<file path="config.mk">
export PLATFORM = sky130hd
export DESIGN_NAME = beam_coproc
export DESIGN_NICKNAME = d
export VERILOG_FILES = /design/src/rtl/coproc_pkg.sv /design/src/rtl/coproc_ptrs.sv /design/src/rtl/coproc_beamcmp.sv /design/src/rtl/coproc_seq.sv /design/src/rtl/beam_coproc.sv
export SDC_FILE = /design/constraint.sdc
export NUM_CORES = 1
export LEC_CHECK = 0
export CORE_MARGIN = 3
export CORE_UTILIZATION = 30
export DETAILED_ROUTE_END_ITERATION = 8
export GPL_TIMING_DRIVEN = 0
export HOLD_SLACK_MARGIN = 0.02
export PLACE_DENSITY = 0.55
export SETUP_SLACK_MARGIN = 0.1
export SYNTH_ARGS = -nofsm -noshare
export SYNTH_HDL_FRONTEND = slang
export SYNTH_SLANG_ARGS = --single-unit
</file>
<file path="constraint.sdc">
create_clock -name clk -period 4.1 [get_ports clk]
set_input_delay 0.82 -clock clk [delete_from_list [all_inputs] [get_ports clk]]
set_output_delay 0.82 -clock clk [all_outputs]
set_load 0.02 [all_outputs]
</file>
<file path="src/rtl/coproc_pkg.sv">
package coproc_pkg;

    localparam int WORD_W  = 16;
    localparam int REG_AW  = 9;
    localparam int MASK_W  = 7;
    localparam logic [REG_AW-1:0] DANGER_FLOOR = 9'h040;
    localparam logic [REG_AW-1:0] SAFE_FLOOR   = 9'h080;

    typedef enum logic [1:0] {
        ST_HALT   = 2'd0,
        ST_FETCH1 = 2'd1,
        ST_FETCH2 = 2'd2,
        ST_WAIT   = 2'd3
    } seq_state_e;

    typedef struct packed {
        logic [7:0]        v;
        logic [MASK_W-1:0] h;
        logic [MASK_W-1:0] vmask;
        logic [MASK_W-1:0] hmask;
        logic              skip;
    } beam_tgt_t;

    function automatic beam_tgt_t unpack_tgt(input logic [WORD_W-1:0] w1,
                                             input logic [WORD_W-1:0] w2);
        beam_tgt_t t;
        t.v     = w1[15:8];
        t.h     = w1[7:1];
        t.vmask = w2[14:8];
        t.hmask = w2[7:1];
        t.skip  = w2[0];
        return t;
    endfunction

    function automatic logic is_end_marker(input beam_tgt_t t);
        return (t.v == 8'hFF) && (t.h == 7'h7F) && (t.vmask == 7'h7F) &&
               (t.hmask == 7'h7F) && !t.skip;
    endfunction

    function automatic logic move_permitted(input logic [REG_AW-1:0] off,
                                            input logic danger);
        return (off >= SAFE_FLOOR) || ((off >= DANGER_FLOOR) && danger);
    endfunction

endpackage

</file>
<file path="src/rtl/coproc_ptrs.sv">
module coproc_ptrs #(
    parameter int AW    = 20,
    parameter int NPTR  = 2
) (
    input  logic                    clk,
    input  logic                    rst,
    input  logic                    we,
    input  logic [$clog2(NPTR)-1:0] sel,
    input  logic [AW-1:0]           wdata,
    output logic [AW-1:0]           ptr [NPTR]
);
    for (genvar i = 0; i < NPTR; i++) begin : g_ptr
        logic [AW-1:0] q;
        always_ff @(posedge clk) begin
            if (rst)
                q <= '0;
            else if (we && (sel == i[$clog2(NPTR)-1:0]))
                q <= {wdata[AW-1:1], 1'b0};
        end
        assign ptr[i] = q;
    end
endmodule

</file>
<file path="src/rtl/coproc_beamcmp.sv">
module coproc_beamcmp
    import coproc_pkg::*;
(
    input  logic [7:0]        beam_v,
    input  logic [MASK_W-1:0] beam_h,
    input  beam_tgt_t         tgt,
    output logic              reached
);
    localparam int CMP_W = 8 + MASK_W;

    logic [CMP_W-1:0] now_pos;
    logic [CMP_W-1:0] tgt_pos;

    always_comb begin
        now_pos = {beam_v[7], beam_v[6:0] & tgt.vmask, beam_h & tgt.hmask};
        tgt_pos = {tgt.v[7],  tgt.v[6:0]  & tgt.vmask, tgt.h  & tgt.hmask};
        reached = (now_pos >= tgt_pos);
    end
endmodule

</file>
<file path="src/rtl/coproc_seq.sv">
module coproc_seq
    import coproc_pkg::*;
#(
    parameter int AW = 20
) (
    input  logic              clk,
    input  logic              rst,
    input  logic              dma_en,
    input  logic              danger_en,
    input  logic              restart,
    input  logic [AW-1:0]     restart_addr,
    input  logic              mem_gnt,
    input  logic [WORD_W-1:0] mem_rdata,
    input  logic              beam_reached,
    output beam_tgt_t         cmp_tgt,
    output logic              mem_req,
    output logic [AW-1:0]     mem_addr,
    output logic              reg_we,
    output logic [REG_AW-1:0] reg_addr,
    output logic [WORD_W-1:0] reg_wdata
);
    localparam logic [AW-1:0] STEP_WORD = AW'(2);
    localparam logic [AW-1:0] STEP_SKIP = AW'(6);

    seq_state_e        state_q, state_n;
    logic [AW-1:0]     pc_q, pc_n;
    logic [WORD_W-1:0] w1_q, w1_n, w2_q, w2_n;
    logic              wr_n;
    logic              grant;
    logic [REG_AW-1:0] move_off;
    beam_tgt_t         fresh_tgt;

    assign mem_req  = dma_en && ((state_q == ST_FETCH1) || (state_q == ST_FETCH2));
    assign mem_addr = pc_q;
    assign grant    = mem_req && mem_gnt;
    assign move_off = {w1_q[8:1], 1'b0};
    assign fresh_tgt = unpack_tgt(w1_q, mem_rdata);
    assign cmp_tgt  = (state_q == ST_FETCH2) ? fresh_tgt : unpack_tgt(w1_q, w2_q);

    always_comb begin
        state_n = state_q;
        pc_n    = pc_q;
        w1_n    = w1_q;
        w2_n    = w2_q;
        wr_n    = 1'b0;
        if (restart) begin
            state_n = ST_FETCH1;
            pc_n    = restart_addr;
        end else if (dma_en) begin
            unique case (state_q)
                ST_FETCH1: if (grant) begin
                    w1_n    = mem_rdata;
                    pc_n    = pc_q + STEP_WORD;
                    state_n = ST_FETCH2;
                end
                ST_FETCH2: if (grant) begin
                    pc_n = pc_q + STEP_WORD;
                    if (!w1_q[0]) begin
                        if (move_permitted(move_off, danger_en)) begin
                            wr_n    = 1'b1;
                            state_n = ST_FETCH1;
                        end else begin
                            state_n = ST_HALT;
                        end
                    end else begin
                        w2_n = mem_rdata;
                        if (fresh_tgt.skip) begin
                            if (beam_reached) pc_n = pc_q + STEP_SKIP;
                            state_n = ST_FETCH1;
                        end else if (is_end_marker(fresh_tgt)) begin
                            state_n = ST_HALT;
                        end else begin
                            state_n = ST_WAIT;
                        end
                    end
                end
                ST_WAIT: if (beam_reached) state_n = ST_FETCH1;
                default: state_n = state_q;
            endcase
        end
    end

    always_ff @(posedge clk) begin
        if (rst) begin
            state_q   <= ST_HALT;
            pc_q      <= '0;
            w1_q      <= '0;
            w2_q      <= '0;
            reg_we    <= 1'b0;
            reg_addr  <= '0;
            reg_wdata <= '0;
        end else begin
            state_q <= state_n;
            pc_q    <= pc_n;
            w1_q    <= w1_n;
            w2_q    <= w2_n;
            reg_we  <= wr_n;
            if (wr_n) begin
                reg_addr  <= move_off;
                reg_wdata <= mem_rdata;
            end
        end
    end

    // every issued write lies in the permitted range
    assert_move_range_R9: assert property (@(posedge clk) disable iff (rst)
        reg_we |-> (reg_addr >= DANGER_FLOOR) &&
                   ((reg_addr >= SAFE_FLOOR) || $past(danger_en)));

    // two fetch slots separate consecutive writes
    assert_write_gap_R2: assert property (@(posedge clk) disable iff (rst)
        reg_we |=> !reg_we);

    // an unmet WAIT keeps the engine stalled with no fetch
    assert_wait_stall_R3: assert property (@(posedge clk) disable iff (rst)
        (state_q == ST_WAIT && !beam_reached && !restart) |=>
        (state_q == ST_WAIT && !mem_req));

    // a halted engine stays silent until restarted
    assert_halt_hold_R6: assert property (@(posedge clk) disable iff (rst)
        (state_q == ST_HALT && !restart) |=>
        (state_q == ST_HALT && !mem_req && !reg_we));

    // with DMA off the program position does not move
    assert_dma_freeze_R10: assert property (@(posedge clk) disable iff (rst)
        (!dma_en && !restart) |=> ($stable(pc_q) && $stable(state_q)));
endmodule

</file>
<file path="src/rtl/beam_coproc.sv">
module beam_coproc
    import coproc_pkg::*;
#(
    parameter int AW = 20
) (
    input  logic              clk,
    input  logic              rst,
    input  logic              dma_en,
    input  logic              danger_en,
    input  logic              ptr_we,
    input  logic              ptr_sel,
    input  logic [AW-1:0]     ptr_wdata,
    input  logic              frame_start,
    input  logic              jump_req,
    input  logic              jump_sel,
    input  logic [7:0]        beam_v,
    input  logic [6:0]        beam_h,
    output logic              mem_req,
    output logic [AW-1:0]     mem_addr,
    input  logic              mem_gnt,
    input  logic [15:0]       mem_rdata,
    output logic              reg_we,
    output logic [8:0]        reg_addr,
    output logic [15:0]       reg_wdata
);
    localparam int NPTR = 2;

    logic [AW-1:0] ptr [NPTR];
    logic          restart;
    logic [AW-1:0] restart_addr;
    beam_tgt_t     cmp_tgt;
    logic          beam_reached;

    assign restart      = frame_start || jump_req;
    assign restart_addr = (frame_start || !jump_sel) ? ptr[0] : ptr[1];

    coproc_ptrs #(.AW(AW), .NPTR(NPTR)) u_ptrs (
        .clk   (clk),
        .rst   (rst),
        .we    (ptr_we),
        .sel   (ptr_sel),
        .wdata (ptr_wdata),
        .ptr   (ptr)
    );

    coproc_beamcmp u_cmp (
        .beam_v  (beam_v),
        .beam_h  (beam_h),
        .tgt     (cmp_tgt),
        .reached (beam_reached)
    );

    coproc_seq #(.AW(AW)) u_seq (
        .clk          (clk),
        .rst          (rst),
        .dma_en       (dma_en),
        .danger_en    (danger_en),
        .restart      (restart),
        .restart_addr (restart_addr),
        .mem_gnt      (mem_gnt),
        .mem_rdata    (mem_rdata),
        .beam_reached (beam_reached),
        .cmp_tgt      (cmp_tgt),
        .mem_req      (mem_req),
        .mem_addr     (mem_addr),
        .reg_we       (reg_we),
        .reg_addr     (reg_addr),
        .reg_wdata    (reg_wdata)
    );
endmodule

</file>
After elaboration in Yosys (flattened, before gate mapping)

Index checks and enable logic that the tools add are counted.

Input bits: 61
Register bits after elaboration: 116
Output and inout bits: 47
Word-level logic and storage cells: 85

Reduce and logical (&&, ||, !) cells: 25
Equal/unequal tests: 13
Order comparisons: 3
Add/subtract/negate cells: 2
Bitwise gates (word level): 6
Muxes and demuxes: 26

Operators by type and width:

| operator              | number |
|---|---|
| $mux 20               | 8 |
| $pmux 20 s2           | 1 |
| $and 7x7->7           | 4 |
| $eq 7x7->1 const B    | 3 |
| $add 20x2->20 const B | 1 |
| $add 20x3->20 const B | 1 |
| $ge 15x15->1          | 1 |
| $mux 15               | 1 |
| $reduce_and 5->1      | 3 |
| $mux 2                | 6 |
| $ge 9x7->1 const B    | 1 |
| $ge 9x8->1 const B    | 1 |
| $logic_and 1x1->1     | 9 |
| $mux 1                | 9 |
| $eq 8x8->1 const B    | 1 |
| $reduce_and 4->1      | 2 |
| $ne 3x2->1 const B    | 2 |
| $pmux 2 s3            | 1 |
| $reduce_bool 3->1     | 2 |
| $eq 2x2->1 const B    | 2 |
| $logic_or 1x1->1      | 4 |
| $ne 2x1->1 const B    | 2 |
| $reduce_bool 4->1     | 1 |
| $ne 3x3->1 const B    | 1 |
| other kinds (6)       | 8 |

Depth between registers and ports, before layout

Gate-level depths: netlist of the first run.

Word-level depth: 12
Gate-level depth with buffers: 15
Gate-level depth less buffers: 12

By module

Synthesis of the first run repeated with hierarchy kept, for this count alone.

Cell total of the unflattened synthesis: 687
Area, all modules: 6229.7 sq um

By module, submodules not included:

| module         | seq. area each (sq um) | area an instance (sq um) | instances | cells an instance |
|---|---|---|---|---|
| coproc_seq     | 1561.5                 | 3798.6                   | 1         | 445 |
| coproc_ptrs    | 760.7                  | 1625.3                   | 1         | 150 |
| coproc_beamcmp | 0.0                    | 462.9                    | 1         | 68 |
| beam_coproc    | 0.0                    | 342.8                    | 1         | 24 |

Least setup slack after synthesis of the first run

Ideal clock, no wire load.

Path type: register to register
From: register u_seq.state_q[0]
To: register u_seq.pc_q[9] (netlist: u_seq.mem_addr[9])
Slack: 336 ps
Data required time: 3985 ps
Setup time: 115 ps
Cell stages (with the launch flop): 15
Clock period less this slack: 3764 ps
Buffers on the path: 3
Arrival time: 3649 ps
Cell sequence: dfxtp_1 > inv_1 > ha_1 > clkbuf_1 > buf_1 > mux2_2 > and2_1 > ha_1 > nand4_1 > o311a_1 > nor3_4 > buf_6 > nor3_1 > or4_1 > and3_1

Longest elaborated chain between the ends: 11
Elaborated cells on any way between the ends: 22
Classes of those cells: 1 x order compare; 4 x eq/ne; 8 x mux; 4 x bitwise; 5 x reduce/logical

Ends and longest elaborated chain:

| element                               | RTL line                                             | source |
|---|---|---|
| start, declared                       | coproc_seq.sv:25                                     | `seq_state_e state_q, state_n;` |
| start signal, assigned                | coproc_seq.sv:93                                     | `state_q <= state_n;` |
| $eq 2x2->1                            | coproc_seq.sv:33, coproc_seq.sv:38, coproc_seq.sv:50 |  |
| $mux 15                               | coproc_seq.sv:38                                     | `assign cmp_tgt = (state_q == ST_FETCH2) ? fresh_tgt : unpack_tgt(w1_q, w2_q);` |
| $and 7x7->7, on equally long branches | coproc_beamcmp.sv:15, coproc_beamcmp.sv:16           |  |
| $ge 15x15->1                          | coproc_beamcmp.sv:17                                 | `reached = (now_pos >= tgt_pos);` |
| $mux 20                               | coproc_seq.sv:68                                     | `if (beam_reached) pc_n = pc_q + STEP_SKIP;` |
| $mux 20                               | coproc_seq.sv:67                                     | `if (fresh_tgt.skip) begin` |
| $mux 20                               | coproc_seq.sv:58                                     | `if (!w1_q[0]) begin` |
| $mux 20                               | coproc_seq.sv:56                                     | `ST_FETCH2: if (grant) begin` |
| $pmux 20 s2                           | coproc_seq.sv:50                                     | `unique case (state_q)` |
| $mux 20                               | coproc_seq.sv:49                                     | `end else if (dma_en) begin` |
| $mux 20                               | coproc_seq.sv:46                                     | `if (restart) begin` |
| end signal, assigned                  | coproc_seq.sv:94                                     | `pc_q <= pc_n;` |
| end, declared                         | coproc_seq.sv:26                                     | `logic [AW-1:0] pc_q, pc_n;` |

Parallel ways exist; a longest one is shown, timed or not. The select of a mux whose other input is x is not followed.
A chain may end at the register's enable or synchronous reset.

Worst setup path in the final report of the first run

Same ends and word-level chain as after synthesis.

==> metrics.csv, run 1 <==
metric,value,unit
run status,finished clean,
largest net degree at the start of global routing,17,
CTS tree,done,
"EDFF count, synth",0,
DRC Markers,0,
Clock Latency Late Sink,0.42,ns
Starting Density,31.0,%
worst hold path class,register to register,
"FFs w/ async S/R, synth",0,%
core box area,19100,um^2
worst-margin pin slew,0.819,ns
dpl cell area,7280,um^2
hold path start,u_ptrs.g_ptr[0].q[2],
Yosys warning count,0,
vias in the first global route,5368,
Area contributors post-synth,"dfxtp_1 39%, nand2_1 13%, a21oi_1 7.7%, ha_1 4.4%, mux2i_1 3.0%",
Routed Antenna Nets,0,
Avg Vias per Cell,4.89,
Root Buffer,clkbuf_16,
DRT Wirelength,18.6,mm
element type at the critical path end,register,
Lkg Pwr,2.92,nW
Area Overhead vs Synth,33.3,%
grt peak-use layer,met2,
pre-CTS WS,-0.554,ns
RSZ-0062 raised after global routing,yes,
row cnt,50,
Synth Register Bits,114,
"Arr. time, crit path",4.13,ns
worst-path maximum fanout,10,
antenna cells,0,
post-synth top area cell,dfxtp_1,
Routed WL per cell,16.2,um
mapped cell area,5920,um^2
Synth Instances,757,
antenna violations before repair,1,
Max Cap Violations,0,
Final setup viols,0,
filler cell count,1965,
clock skew,0.0101,ns
Max Clk Rate,0.262,GHz
Final Hold Violating Endpoints,0,
power density over the cells,372,nW/um^2
M2 GR Usage,26.4,%
PortBufs,103,
max_slew headroom,45.4,%
syn_area_per_cell,7.83,um^2
register area share after synthesis,38.5,%
Setup crit start kind,register,
met1 usage,24.0,%
worst r2r path cells,14,
Vias,5633,
clock sink count,114,
I/O pin cnt,108,
DP HPWL,13.9,mm
RD Place Congestion,0.839,
clk slew on worst S/H paths,0.06,ns
top_reg_cell synth,dfxtp_1,
fin crit period,3.81,ns
Max Root-Sink Buffers,2,
final global-route overflow total,0,
chip width,147,um
Netlist cell types,70,
area share of the largest cell type after synthesis,38.5,%
post-route cell area,7900,um^2
Hold EP,u_ptrs.g_ptr[0].q[2],
Worst Path Required,4.41,ns
maximum VDD drop,0.000330,V
fin crit share,93.0,%
Starting DRT DRC Count,389,
layout cells sized above 1,9.97,%
Worst R2R Setup Slack,0.29,ns
R2R Path End,u_seq.mem_addr[9],
# H-tree levels,4,
DR pass1 iterations,5,
Post-CTS Setup Inserts,0,
CTS buffer count,17,
WHS Path Cells,2,
first-pass GRT wire length,29.6,mm
die footprint,21500,um^2
worst r2r src,u_seq.state_q[0],
die height,147,um
nets,962,
crit path kind,register to register,
Final Max Tran Viols,0,
PnR worst setup slack,0.287,ns
GR Util met3,4.59,%
Total GRT Usage,17.4,%
stage by stage:
| stage | hold WS, ns | cells | TNS [ns] | utilization, % | total power, W |
|---|---|---|---|---|---|
| after global routing | 0.471 | 1153 | 0 | 41.4 | 0.00305 |
| after CTS | 0.455 | 1153 | 0 | 41.4 | 0.00297 |
| after floorplan | 0.436 | 758 | 0 | - | 0.00131 |
| after detailed placement | 0.447 | 1121 | -7.95 | 38.2 | 0.00146 |
| final | 0.452 | 1153 | 0 | 41.4 | 0.00294 |
| after global placement | 0.443 | 1121 | -7.76 | 38.2 | 0.00146 |
layer usage:
metal	part of all wire [%]	routed length, um	vias to the layer above
li1	-	-	2905
met1	50	9280	2586
met2	44	8170	123
met3	4.9	910	17
met4	1.4	252	2
met5	0.070	13	-
sequential cells by signal, summed over array words and instances (netlist names):
register	flops
u_seq.w1_q	16
u_seq.w2_q	14
u_seq.reg_we	1
u_seq.reg_addr	8
u_seq.state_q	2
u_seq.reg_wdata	16
u_seq.mem_addr	19
u_ptrs.g_ptr.q	38
how the worst max path moves through the flow:
| stage | depth (start not counted) | endpoint | from | slack [ns] |
|---|---|---|---|---|
| floorplan | 14 | u_seq.mem_addr[9] | u_seq.state_q[0] | 0.34 |
| global placement | 14 | u_seq.mem_addr[9] | u_seq.state_q[0] | -0.54 |
| detailed placement | 14 | u_seq.mem_addr[9] | u_seq.state_q[0] | -0.55 |
| CTS | 14 | u_seq.mem_addr[9] | u_seq.state_q[0] | 0.14 |
| finish | 14 | u_seq.mem_addr[9] | u_seq.state_q[0] | 0.29 |
| global route | 14 | u_seq.mem_addr[9] | u_seq.state_q[0] | 0.07 |
Yosys cell counts, drive strengths merged (5+ instances only):
| library cell | count |
|---|---|
| a2111oi | 6 |
| a211oi | 8 |
| a21o | 5 |
| a21oi | 92 |
| a31o | 6 |
| a31oi | 8 |
| and2 | 22 |
| and3 | 9 |
| buf | 15 |
| clkbuf | 33 |
| dfxtp | 114 |
| ha | 21 |
| inv | 8 |
| mux2 | 13 |
| mux2i | 18 |
| nand2 | 212 |
| nand2b | 6 |
| nand3 | 34 |
| nand4 | 10 |
| nor2 | 34 |
| nor3 | 12 |
| nor4 | 10 |
| o21ai | 12 |
| or3 | 5 |
what timing repair did:
item | 4_1_cts | 5_1_grt
endpoints found under the hold margin | 0 | 0
hold buffers | 0 | 0
endpoints found under the setup margin | 20 | 14
gates resized for setup | 4 | 3
pin swaps | 0 | 1
power breakdown:
group	switching [W]	internal [W]
logic	0.000152	0.000124
registers	0.0000253	0.00114
clock network	0.000590	0.000912
total	0.000767	0.00217
cell usage in the layout, fill, tap and decap left out, types with 3 or more instances in the layout:
master,netlist,final
ha_1,21,20
a21oi_1,91,91
buf_4,2,4
or4_1,3,3
clkbuf_8,3,3
clkbuf_16,0,17
nand4_1,10,10
nand2_1,211,211
a2111oi_2,3,3
o31a_1,4,4
dfxtp_1,114,114
nor2b_1,3,3
mux2_2,13,13
nor4_1,9,9
nor2_1,33,33
nor3_1,10,9
a211oi_1,7,7
a31oi_1,8,8
clkbuf_1,29,28
buf_6,5,5
o21ai_0,11,11
a31o_2,6,6
nand3_1,34,34
a2111oi_0,3,3
or3_1,5,5
and2_1,21,21
nand2b_1,5,5
o211a_1,3,3
inv_1,8,8
clkinvlp_4,0,3
and4_1,3,3
buf_2,3,3
mux2i_1,18,18
and3_1,8,8
buf_1,5,4
clkdlybuf4s50_1,0,103
inv_6,0,7
a21o_1,3,3
cell families (layout without fill, tap and decap cells):
family	Yosys count	after routing	share of synthesized area (%)
compound gates	162	162	17.6
other cells	1	2	0.0633
buf+inv	56	191	4.90
fa+ha+maj	21	21	4.44
mux	31	31	5.51
simple gates	372	372	29.0
flops	114	114	38.5
critical path, cell delays in order (launching register included):
cell and delay (ns):
dfxtp_1 0.34, inv_1 0.09, ha_2 0.25, buf_4 0.24
buf_4 0.24, mux2_2 0.37, and2_1 0.16, ha_1 0.31
nand4_1 0.11, o311a_1 0.43, nor3_4 0.26, buf_6 0.19
nor3_1 0.07, or4_1 0.46, and3_1 0.17
final cells by class:
class / instances / area, um^2 / share of cell area, %
plain buffers: 48 / 268 / 3.39
clock buffers: 17 / 425 / 5.39
clock inverters: 15 / 173 / 2.19
inverters: 8 / 30.0 / 0.380
multi-input cells: 588 / 3360 / 42.6
flip-flops and latches: 114 / 2280 / 28.9
well taps: 260 / 325 / 4.12
repair buffers: 103 / 1030 / 13.1
Power figures use the tool's default switching activity.
==> run 2, diff against run 1 <==
--- a/config.mk
+++ b/config.mk
@@ -15,3 +15,4 @@
 export SYNTH_ARGS = -nofsm -noshare
 export SYNTH_HDL_FRONTEND = slang
 export SYNTH_SLANG_ARGS = --single-unit
+export TNS_END_PERCENT = 5
==> results of run 2 <==
The final DEF is identical to that of run 1; final timing and power are the same.
